## src/rtl/flow_pkg.sv

```systemverilog
package flow_pkg;
  typedef enum logic [3:0] {
    CMD_NOP   = 4'd0,
    CMD_STEP  = 4'd1,
    CMD_JMP   = 4'd2,
    CMD_JSR   = 4'd3,
    CMD_RTS   = 4'd4,
    CMD_RTI   = 4'd5,
    CMD_INT   = 4'd6,
    CMD_FINT  = 4'd7,
    CMD_DO    = 4'd8,
    CMD_ENDDO = 4'd9
  } flow_cmd_e;

  typedef enum logic [1:0] {
    PH_RUN   = 2'd0,
    PH_DO2   = 2'd1,
    PH_EXIT2 = 2'd2
  } flow_phase_e;

  localparam int          SR_LOOP  = 15;
  localparam int          SR_IM_HI = 9;
  localparam int          SR_IM_LO = 8;
  localparam logic [15:0] SR_RESET = 16'h0300;

  localparam logic [1:0] SEL_SR  = 2'd0;
  localparam logic [1:0] SEL_LA  = 2'd1;
  localparam logic [1:0] SEL_LC  = 2'd2;
  localparam logic [1:0] SEL_STK = 2'd3;
endpackage

```

## src/rtl/flow_sys_stack.sv

```systemverilog
module flow_sys_stack #(
  parameter int EW    = 32,
  parameter int DEPTH = 15,
  localparam int PW   = $clog2(DEPTH + 1),
  localparam int IW   = (DEPTH > 1) ? $clog2(DEPTH) : 1
) (
  input  logic          clk,
  input  logic          rst,
  input  logic          push,
  input  logic          pop,
  input  logic [EW-1:0] wdata,
  input  logic          set_lvl,
  input  logic [PW-1:0] lvl_in,
  input  logic          err_in,
  output logic [EW-1:0] top,
  output logic [PW-1:0] level,
  output logic          err
);
  logic [EW-1:0] mem [DEPTH];
  logic          full;
  logic          empty;
  logic [IW-1:0] wr_idx;
  logic [IW-1:0] rd_idx;
  logic [PW-1:0] lvl_m1;

  assign full   = (level == PW'(DEPTH));
  assign empty  = (level == '0);
  assign lvl_m1 = level - 1'b1;
  assign wr_idx = IW'(level);
  assign rd_idx = IW'(lvl_m1);
  assign top    = empty ? '0 : mem[rd_idx];

  always_ff @(posedge clk) begin
    if (push && !full) mem[wr_idx] <= wdata;
  end

  always_ff @(posedge clk) begin
    if (rst) begin
      level <= '0;
      err   <= 1'b0;
    end else if (set_lvl) begin
      level <= (lvl_in > PW'(DEPTH)) ? PW'(DEPTH) : lvl_in;
      err   <= err_in;
    end else if (push) begin
      if (full) err <= 1'b1;
      else      level <= level + 1'b1;
    end else if (pop) begin
      if (empty) err <= 1'b1;
      else       level <= lvl_m1;
    end
  end
endmodule

```

## src/rtl/flow_loop_eval.sv

```systemverilog
module flow_loop_eval #(
  parameter int AW = 16,
  parameter int CW = 16
) (
  input  logic [AW-1:0] pc,
  input  logic [AW-1:0] la,
  input  logic [CW-1:0] lc,
  input  logic          lf,
  output logic          back,
  output logic          done
);
  logic at_end;
  assign at_end = lf && (pc == la);
  assign back   = at_end && (lc != CW'(1));
  assign done   = at_end && (lc == CW'(1));
endmodule

```

## src/rtl/flow_ctrl.sv

```systemverilog
module flow_ctrl
  import flow_pkg::*;
#(
  parameter int AW    = 16,
  parameter int CW    = 16,
  parameter int DEPTH = 15,
  localparam int PW   = $clog2(DEPTH + 1)
) (
  input  logic          clk,
  input  logic          rst,
  input  logic [3:0]    cmd,
  input  logic [AW-1:0] target,
  input  logic [CW-1:0] count,
  input  logic          dbg_we,
  input  logic [1:0]    dbg_sel,
  input  logic [15:0]   dbg_wdata,
  output logic [AW-1:0] fetch_addr,
  output logic [15:0]   sr_out,
  output logic [15:0]   dbg_rdata,
  output logic [PW-1:0] stk_level,
  output logic          stk_err
);
  localparam int LOW = (CW > 16) ? CW : 16;
  localparam int EW  = AW + LOW;

  flow_cmd_e   c;
  flow_phase_e phase, ph_n;
  logic [AW-1:0] pc, pc_n, pc_inc, la, la_n;
  logic [CW-1:0] lc, lc_n;
  logic [15:0]   sr, sr_n;
  logic          in_run;
  logic          st_push, st_pop, st_set;
  logic [EW-1:0] st_wdata, st_top;
  logic [AW-1:0] top_hi;
  logic [LOW-1:0] top_lo;
  logic          lp_back, lp_done;

  assign c      = flow_cmd_e'(cmd);
  assign in_run = (phase == PH_RUN);
  assign pc_inc = pc + 1'b1;
  assign top_hi = st_top[EW-1 -: AW];
  assign top_lo = st_top[LOW-1:0];

  flow_sys_stack #(.EW(EW), .DEPTH(DEPTH)) u_stack (
    .clk(clk), .rst(rst), .push(st_push), .pop(st_pop), .wdata(st_wdata),
    .set_lvl(st_set), .lvl_in(dbg_wdata[PW-1:0]), .err_in(dbg_wdata[15]),
    .top(st_top), .level(stk_level), .err(stk_err)
  );

  flow_loop_eval #(.AW(AW), .CW(CW)) u_loop (
    .pc(pc), .la(la), .lc(lc), .lf(sr[SR_LOOP]), .back(lp_back), .done(lp_done)
  );

  always_comb begin
    pc_n     = pc;
    sr_n     = sr;
    la_n     = la;
    lc_n     = lc;
    ph_n     = phase;
    st_push  = 1'b0;
    st_pop   = 1'b0;
    st_set   = 1'b0;
    st_wdata = {pc_inc, LOW'(sr)};
    case (phase)
      PH_DO2: begin
        st_push      = 1'b1;
        st_wdata     = {pc_inc, LOW'(sr)};
        sr_n[SR_LOOP] = 1'b1;
        pc_n         = pc_inc;
        ph_n         = PH_RUN;
      end
      PH_EXIT2: begin
        st_pop = 1'b1;
        la_n   = top_hi;
        lc_n   = top_lo[CW-1:0];
        ph_n   = PH_RUN;
      end
      default: begin
        case (c)
          CMD_STEP: begin
            if (lp_back) begin
              pc_n = top_hi;
              lc_n = lc - 1'b1;
            end else if (lp_done) begin
              pc_n          = pc_inc;
              st_pop        = 1'b1;
              sr_n[SR_LOOP] = top_lo[SR_LOOP];
              ph_n          = PH_EXIT2;
            end else begin
              pc_n = pc_inc;
            end
          end
          CMD_ENDDO: begin
            pc_n          = pc_inc;
            st_pop        = 1'b1;
            sr_n[SR_LOOP] = top_lo[SR_LOOP];
            ph_n          = PH_EXIT2;
          end
          CMD_JMP, CMD_FINT: pc_n = target;
          CMD_JSR: begin
            st_push  = 1'b1;
            st_wdata = {pc_inc, LOW'(sr)};
            pc_n     = target;
          end
          CMD_RTS: begin
            st_pop = 1'b1;
            pc_n   = top_hi;
          end
          CMD_RTI: begin
            st_pop = 1'b1;
            pc_n   = top_hi;
            sr_n   = top_lo[15:0];
          end
          CMD_INT: begin
            st_push  = 1'b1;
            st_wdata = {pc, LOW'(sr)};
            pc_n     = target;
            sr_n[SR_IM_HI:SR_IM_LO] = 2'b11;
          end
          CMD_DO: begin
            st_push  = 1'b1;
            st_wdata = {la, LOW'(lc)};
            la_n     = target;
            lc_n     = count;
            ph_n     = PH_DO2;
          end
          default: begin
            if (dbg_we) begin
              case (dbg_sel)
                SEL_SR:  sr_n = dbg_wdata;
                SEL_LA:  la_n = AW'(dbg_wdata);
                SEL_LC:  lc_n = CW'(dbg_wdata);
                default: st_set = 1'b1;
              endcase
            end
          end
        endcase
      end
    endcase
  end

  always_ff @(posedge clk) begin
    if (rst) begin
      pc    <= '0;
      sr    <= SR_RESET;
      la    <= '0;
      lc    <= '0;
      phase <= PH_RUN;
    end else begin
      pc    <= pc_n;
      sr    <= sr_n;
      la    <= la_n;
      lc    <= lc_n;
      phase <= ph_n;
    end
  end

  always_ff @(posedge clk) begin
    if (rst) begin
      dbg_rdata <= '0;
    end else begin
      case (dbg_sel)
        SEL_SR:  dbg_rdata <= sr;
        SEL_LA:  dbg_rdata <= 16'(la);
        SEL_LC:  dbg_rdata <= 16'(lc);
        default: dbg_rdata <= {stk_err, {(15-PW){1'b0}}, stk_level};
      endcase
    end
  end

  assign fetch_addr = pc;
  assign sr_out     = sr;
endmodule

```

## config.mk

```make
export PLATFORM = sky130hd
export DESIGN_NAME = flow_ctrl
export DESIGN_NICKNAME = d
export VERILOG_FILES = /design/src/rtl/flow_pkg.sv /design/src/rtl/flow_sys_stack.sv /design/src/rtl/flow_loop_eval.sv /design/src/rtl/flow_ctrl.sv
export SDC_FILE = /design/constraint.sdc
export NUM_CORES = 1
export LEC_CHECK = 0
export CAP_MARGIN = 10
export CORE_AREA = 2 2 216 218
export CTS_BUF_LIST = sky130_fd_sc_hd__clkbuf_16
export DETAILED_ROUTE_END_ITERATION = 16
export DIE_AREA = 0 0 218 220
export HOLD_SLACK_MARGIN = 0.02
export PLACE_DENSITY_LB_ADDON = 0.08
export RECOVER_POWER = 100
export SKIP_CTS_REPAIR_TIMING = 1
export SLEW_MARGIN = 30
export SYNTH_ARGS = -nofsm -noshare
export SYNTH_HDL_FRONTEND = slang
export SYNTH_SLANG_ARGS = --single-unit
export TNS_END_PERCENT = 50
```

## constraint.sdc

```tcl
create_clock -name clk -period 6.71 [get_ports clk]
set_input_delay 1.342 -clock clk [delete_from_list [all_inputs] [get_ports clk]]
set_output_delay 1.342 -clock clk [all_outputs]
set_load 0.02 [all_outputs]
```

**Word-level counts from Yosys, hierarchy flattened**

Memory sizes are Yosys's and may differ from the RTL's.
Cells that the tools add are included.

- Bits in registers: 87
- RAM bits: 480
- Bits of input ports: 57
- Output and inout port bits: 53
- Logic and storage cells: 144
- Memories kept: 1

Memories:

| name | depth | bits a word | read ports | clocked after memory_dff | write ports | RTL line | RTL |
|---|---|---|---|---|---|---|---|
| u_stack.mem | 15 | 32 | 1 | 0 | 1 | flow_sys_stack.sv:19 | `logic [EW-1:0] mem [DEPTH];` |

- Add/subtract/negate cells: 4
- Magnitude comparators: 1
- Equality and inequality tests: 28
- Mux-type cells: 51
- Bitwise logic cells: 5
- Reduce and logical (&&, ||, !) cells: 44

Operators with widths:

| operator | number |
|---|---|
| $mux W16 | 8 |
| $pmux W16 S2 | 4 |
| $pmux W16 S3 | 2 |
| $mux W32 | 2 |
| $pmux W16 S4 | 1 |
| $pmux W32 S2 | 1 |
| $mux W4 | 6 |
| $reduce_bool A3 Y1 | 7 |
| $add A16 B1 Y16 const B | 1 |
| $eq A16 B1 Y1 const B | 1 |
| $eq A16 B16 Y1 | 1 |
| $eq A4 B3 Y1 const B | 4 |
| $mux W1 | 16 |
| $ne A16 B1 Y1 const B | 1 |
| $pmux W8 S2 | 1 |
| $reduce_bool A4 Y1 | 4 |
| $reduce_or A8 Y1 | 2 |
| $sub A16 B1 Y16 const B | 1 |
| $ne A3 B3 Y1 const B | 5 |
| $reduce_or A7 Y1 | 2 |
| $eq A4 B4 Y1 const B | 3 |
| $pmux W2 S3 | 2 |
| $reduce_and A4 Y1 | 3 |
| $reduce_or A3 Y1 | 4 |
| 29 further kinds | 51 |

**Longest topological paths before layout**

- Depth in word-level cells: 10
- Mapped depth: 17
- Gate-level depth less buffers: 9

**Hierarchy**

From an unflattened synthesis, not the netlist that was laid out.

- Cells, all modules: 1703
- Area total of the unflattened synthesis: 25466.9 um2

By module, submodules not included:

| module | instances | cells an instance | area an instance (um2) | seq. area each (um2) |
|---|---|---|---|---|
| flow_sys_stack | 1 | 856 | 18941.9 | 14513.9 |
| flow_ctrl | 1 | 818 | 6298.5 | 1641.6 |
| flow_loop_eval | 1 | 29 | 226.5 | 0.0 |

**Worst setup path after synthesis**

OpenSTA, ideal clock, no wires.

- Path kind: input to register
- From: input port cmd[0]
- To: memory u_stack.mem[0][0], enable pin
- Library setup time: 421 ps
- Arrival: 3800 ps
- Required time: 6289 ps
- Setup slack: 2489 ps
- Stages on the path: 5
- Buffers on the path: 1
- Cell sequence: clkbuf_1 > nor4b_2 > a21oi_1 > a21o_1 > nor2_1

- Cells in the longest elaborated chain, start to end: 7
- Elaborated cells between the ends (all ways): 9
- Classes of those cells: 3 x eq/ne; 4 x mux; 2 x reduce/logical

RTL lines:

| item | RTL line | RTL |
|---|---|---|
| start, declared | flow_ctrl.sv:11 | `input logic [3:0] cmd,` |
| $eq A4 B4 Y1, or another cell as far along | flow_ctrl.sv:79 | `case (c)` |
| $reduce_or A3 Y1 (no source line) * | n/a |  |
| $mux W1 * | flow_ctrl.sv:79 |  |
| $pmux W1 S2 * | flow_ctrl.sv:64 | `case (phase)` |
| $logic_and A1 B1 Y1 * | flow_sys_stack.sv:34 | `if (push && !full) mem[wr_idx] <= wdata;` |
| $mux W1 * | flow_sys_stack.sv:34 |  |
| $mux W1 (implied by the code) * | flow_sys_stack.sv:34 |  |
| end, declared | flow_sys_stack.sv:19 |  |

Every way passes the cells marked *; elsewhere a longest branch is shown, timed or not.

**Worst setup path after layout**

- From: input port cmd[0]
- To: memory u_stack.mem[12][28], data pin

- Cells in the longest elaborated chain, start to end: 3
- Elaborated cells between the ends (all ways): 4
- Classes of those cells: 2 x eq/ne; 2 x mux

RTL lines:

| item | RTL line | RTL |
|---|---|---|
| $eq A4 B4 Y1 / $eq A4 B3 Y1 (equally long branches) | flow_ctrl.sv:79 |  |
| $pmux W32 S2 * | flow_ctrl.sv:79 |  |
| $mux W32 * | flow_ctrl.sv:64 |  |
| named net st_wdata[28] | flow_ctrl.sv:33 | `logic [EW-1:0] st_wdata, st_top;` |

Mark *: on every way through the listed nets, which the timed path passes. The rest lies on a longest branch.

==> impl_summary.log <==
INFO  metric clkLatencyLatePin = about 0.62 ns
INFO  metric setup_slack_of_the_worst_register_to_register_path = between 1 and 1.5 ns
INFO  metric worst_hold_path_type = flip-flop to flip-flop
INFO  metric layout.cells.most_common = edfxtp_1
INFO  metric hpwl = approximately 43 mm
INFO  metric asyncSetResetFlopFracSynth = 0%
INFO  metric synth-edff-count = 480
INFO  metric maxClockFrequency = 0.186 GHz
INFO  metric routed-via-count = around 16,000
INFO  metric synthToLayoutAreaGrowth = 14.2%
INFO  metric hold_violations = 0
INFO  metric worst-setup-path-type = input pin to flip-flop
INFO  metric remaining_drc_errors = 0
INFO  metric synth_area = between 20,000 and 25,000 um^2
INFO  metric drt-vias-per-instance = roughly 6.4
INFO  metric slew_violations = 370
INFO  metric ys_seq_area_share = roughly 65%
INFO  metric wirelength = 69.1 mm
INFO  metric numPortBuffers = around 110
INFO  metric static-leakage-power = 0.00940 uW
INFO  metric first_pass_iters = 6
INFO  metric grt_pass1_vias = about 15,000
INFO  metric violations = max-capacitance violations, max-slew violations
INFO  metric finish.net_count = 1,825
INFO  metric initial_antenna_violation_count = 2
INFO  metric gp_congestion = just over 0.9
INFO  metric power_frac_comb = 26.3%
INFO  metric wl_per_cell = around 29 um
INFO  metric timing_worst_slew_pin_value = roughly 2.3 ns
INFO  metric die_height = about 220 um
INFO  metric grt_overflow_total = 0
INFO  metric diodes = 0
INFO  metric fin_skew = between 0.02 and 0.025 ns
INFO  metric slew_headroom = -51.9%
INFO  metric setup-violations-final = 0
INFO  metric groute.usage.overall = approximately 29%
INFO  metric worst-endpoint-arrival = roughly 5.5 ns
INFO  metric timing.final.crit_share = approximately four fifths
INFO  metric most-common-layout-cells = 480 x edfxtp_1, 141 x nand2_1, 131 x mux4_2, 124 x nor2_1, 99 x a21oi_1
INFO  metric placeable_area = roughly 46,000 um^2
INFO  metric htreeDepth = 2
INFO  metric sw_frac_of_total = 30.4%
INFO  metric initial_utilization = 54.0%
INFO  metric clock-root-buffer = clkbuf_16
INFO  metric synth_net_count = 1,745
INFO  metric fp-row-count = 79
INFO  metric post_synth.cell_area_avg = roughly 15 um^2
INFO  metric layout_cell_share_with_drive_strength_beyond_1 = about 14%
INFO  metric status = finished with violations
INFO  metric synth.yosys.warnings = 0
INFO  metric postSynthCellCount = roughly 1,700
INFO  metric maximum_number_of_pins_on_one_net_before_global_route_repair = 116
INFO  metric wire_length_of_the_first_global_routing_pass = ~100 mm
INFO  metric first_iter_violations = approximately 2,100
INFO  metric worst_hold_path.num_cells = 2
INFO  metric net-switching-power = between 3000 and 4000 uW
INFO  metric power.sequential.fraction = between 40% and 50%
INFO  metric cts_max_path_buffers = 3
INFO  metric startpoint_type = input pin
INFO  metric synth-main-ff-cell = edfxtp_1
INFO  metric io_pins = 110
INFO  metric synth-seq-cells = 567
INFO  metric setup_repair_after_global_routing_missed_its_margin = no
INFO  metric floorplan.die.width = about 220 um
INFO  metric setup_total_neg_slack = 0 ns
INFO  metric tritoncts = done
INFO  metric cp.required = roughly 6.9 ns
INFO  metric final_antenna_net_count = 0
INFO  metric number_of_buffers_added_by_the_clock_tree_synthesis_step = 57
INFO  metric final.min_clock_period = between 5 and 6 ns
INFO  metric vdd_drop_max = between 0.2 and 0.3 mV
INFO  metric clock_sinks = 567
INFO  metric die-area = 48,000 um^2
INFO  metric power_report.internal_total = about 7000 uW
INFO  metric maxCapViolations = 13
INFO  metric pwr_density_cell = between 300 and 400 nW/um^2
INFO  metric crit_path_max_fanout = 22
INFO  metric timing.reg2reg.worst_path_depth = 4
INFO  metric cts.clk_slew.worst_paths = roughly 0.060 ns
INFO  metric synth_unique_cells = 65
INFO  metric cp-end-kind = flip-flop
INFO  metric post-route-util = ~62%
INFO  metric power.share.clock = between 30% and 40%
## metal layers
metal	track usage [%]	wire [um]	vias to the layer above
li1	-	-	6747
met1	43.0	29500	7855
met2	44.4	31500	786
met3	3.73	5420	129
met4	11.7	2720	0
met5	0	0	-
## power by group through the flow
| stage | clock, uW | combinational [uW] | sequential (uW) |
|---|---|---|---|
| 2_1_floorplan | 0 | 1760 | 4180 |
| 3_3_place_gp | 0 | 2630 | 4240 |
| 3_5_place_dp | 0 | 2650 | 4250 |
| 4_1_cts | 3260 | 2660 | 4170 |
| 5_1_grt | 3380 | 2800 | 4190 |
| 6_report | 3210 | 2640 | 4180 |
## Yosys cell counts, types with 14 or more instances
library cell | count | area, um^2
a211oi_1 | 36 | 270
a21oi_1 | 99 | 495
a22oi_1 | 14 | 105
buf_2 | 23 | 115
clkbuf_1 | 82 | 308
dfxtp_1 | 87 | 1740
edfxtp_1 | 480 | 14400
inv_1 | 15 | 56.3
mux2i_1 | 57 | 571
mux4_2 | 131 | 2950
nand2_1 | 143 | 537
nand3_1 | 36 | 180
nor2_1 | 125 | 469
nor2b_1 | 23 | 144
nor3_1 | 24 | 120
o211ai_1 | 17 | 128
o21ai_0 | 61 | 305
xnor2_1 | 30 | 263
xor2_1 | 14 | 123
## worst max-delay path, cell delays in order
cell and delay, ns:
dlygate4sd3_1 0.95, nor4b_4 0.20, nand2_1 0.11, clkbuf_1 0.76, nand2_1 0.60, o21ai_0 1.53
## sequential cells by signal, indices dropped and copies added, names as in the netlist
signal         count
u_stack.mem      480
dbg_rdata         16
fetch_addr        16
la                16
lc                16
sr_out            16
u_stack.level      4
phase              2
u_stack.err        1
## area by class of cell
cell class | instances | area (um^2)
flip-flops and latches | 567 | 16200
clock inverters | 46 | 450
inverters | 15 | 56.3
clock buffers | 57 | 1430
fillers | 3497 | 17600
multi-input cells | 972 | 8130
repair buffers | 146 | 1320
well taps | 607 | 759
## stage by stage
step	setup WS, ns	hold slack, ns	area, um^2	total power, uW	cells
6_report	1.34	0.509	28300	10000	2410
2_1_floorplan	2.49	0.470	24800	5940	1679
3_3_place_gp	1.70	0.490	26500	6870	2302
5_1_grt	1.01	0.539	28300	10400	2410
3_5_place_dp	1.58	0.499	26500	6900	2304
4_1_cts	2.20	0.513	28400	10100	2407
## cell families after synthesis
logic type               count (synthesis)  share of synthesized area (%)
adder cells (fa/ha/maj)                  9                          0.455
AO/OA/AOI/OAI                          308                           8.08
XOR/XNOR                                44                           1.56
AND/OR/NAND/NOR                        419                           7.92
flip-flops                             567                           65.2
buffers and inverters                  140                           2.39
multiplexers                           192                           14.4
## worst paths after layout
| check | startpoint | endpoint |
|---|---|---|
| setup / recovery | cmd[0] | u_stack.mem[12][28] |
| hold / removal | lc[1] | lc[1] |
| setup reg to reg | u_stack.level[0] | u_stack.mem[7][16] |
| hold reg to reg | lc[1] | lc[1] |
(Power assumes the default switching activity.)
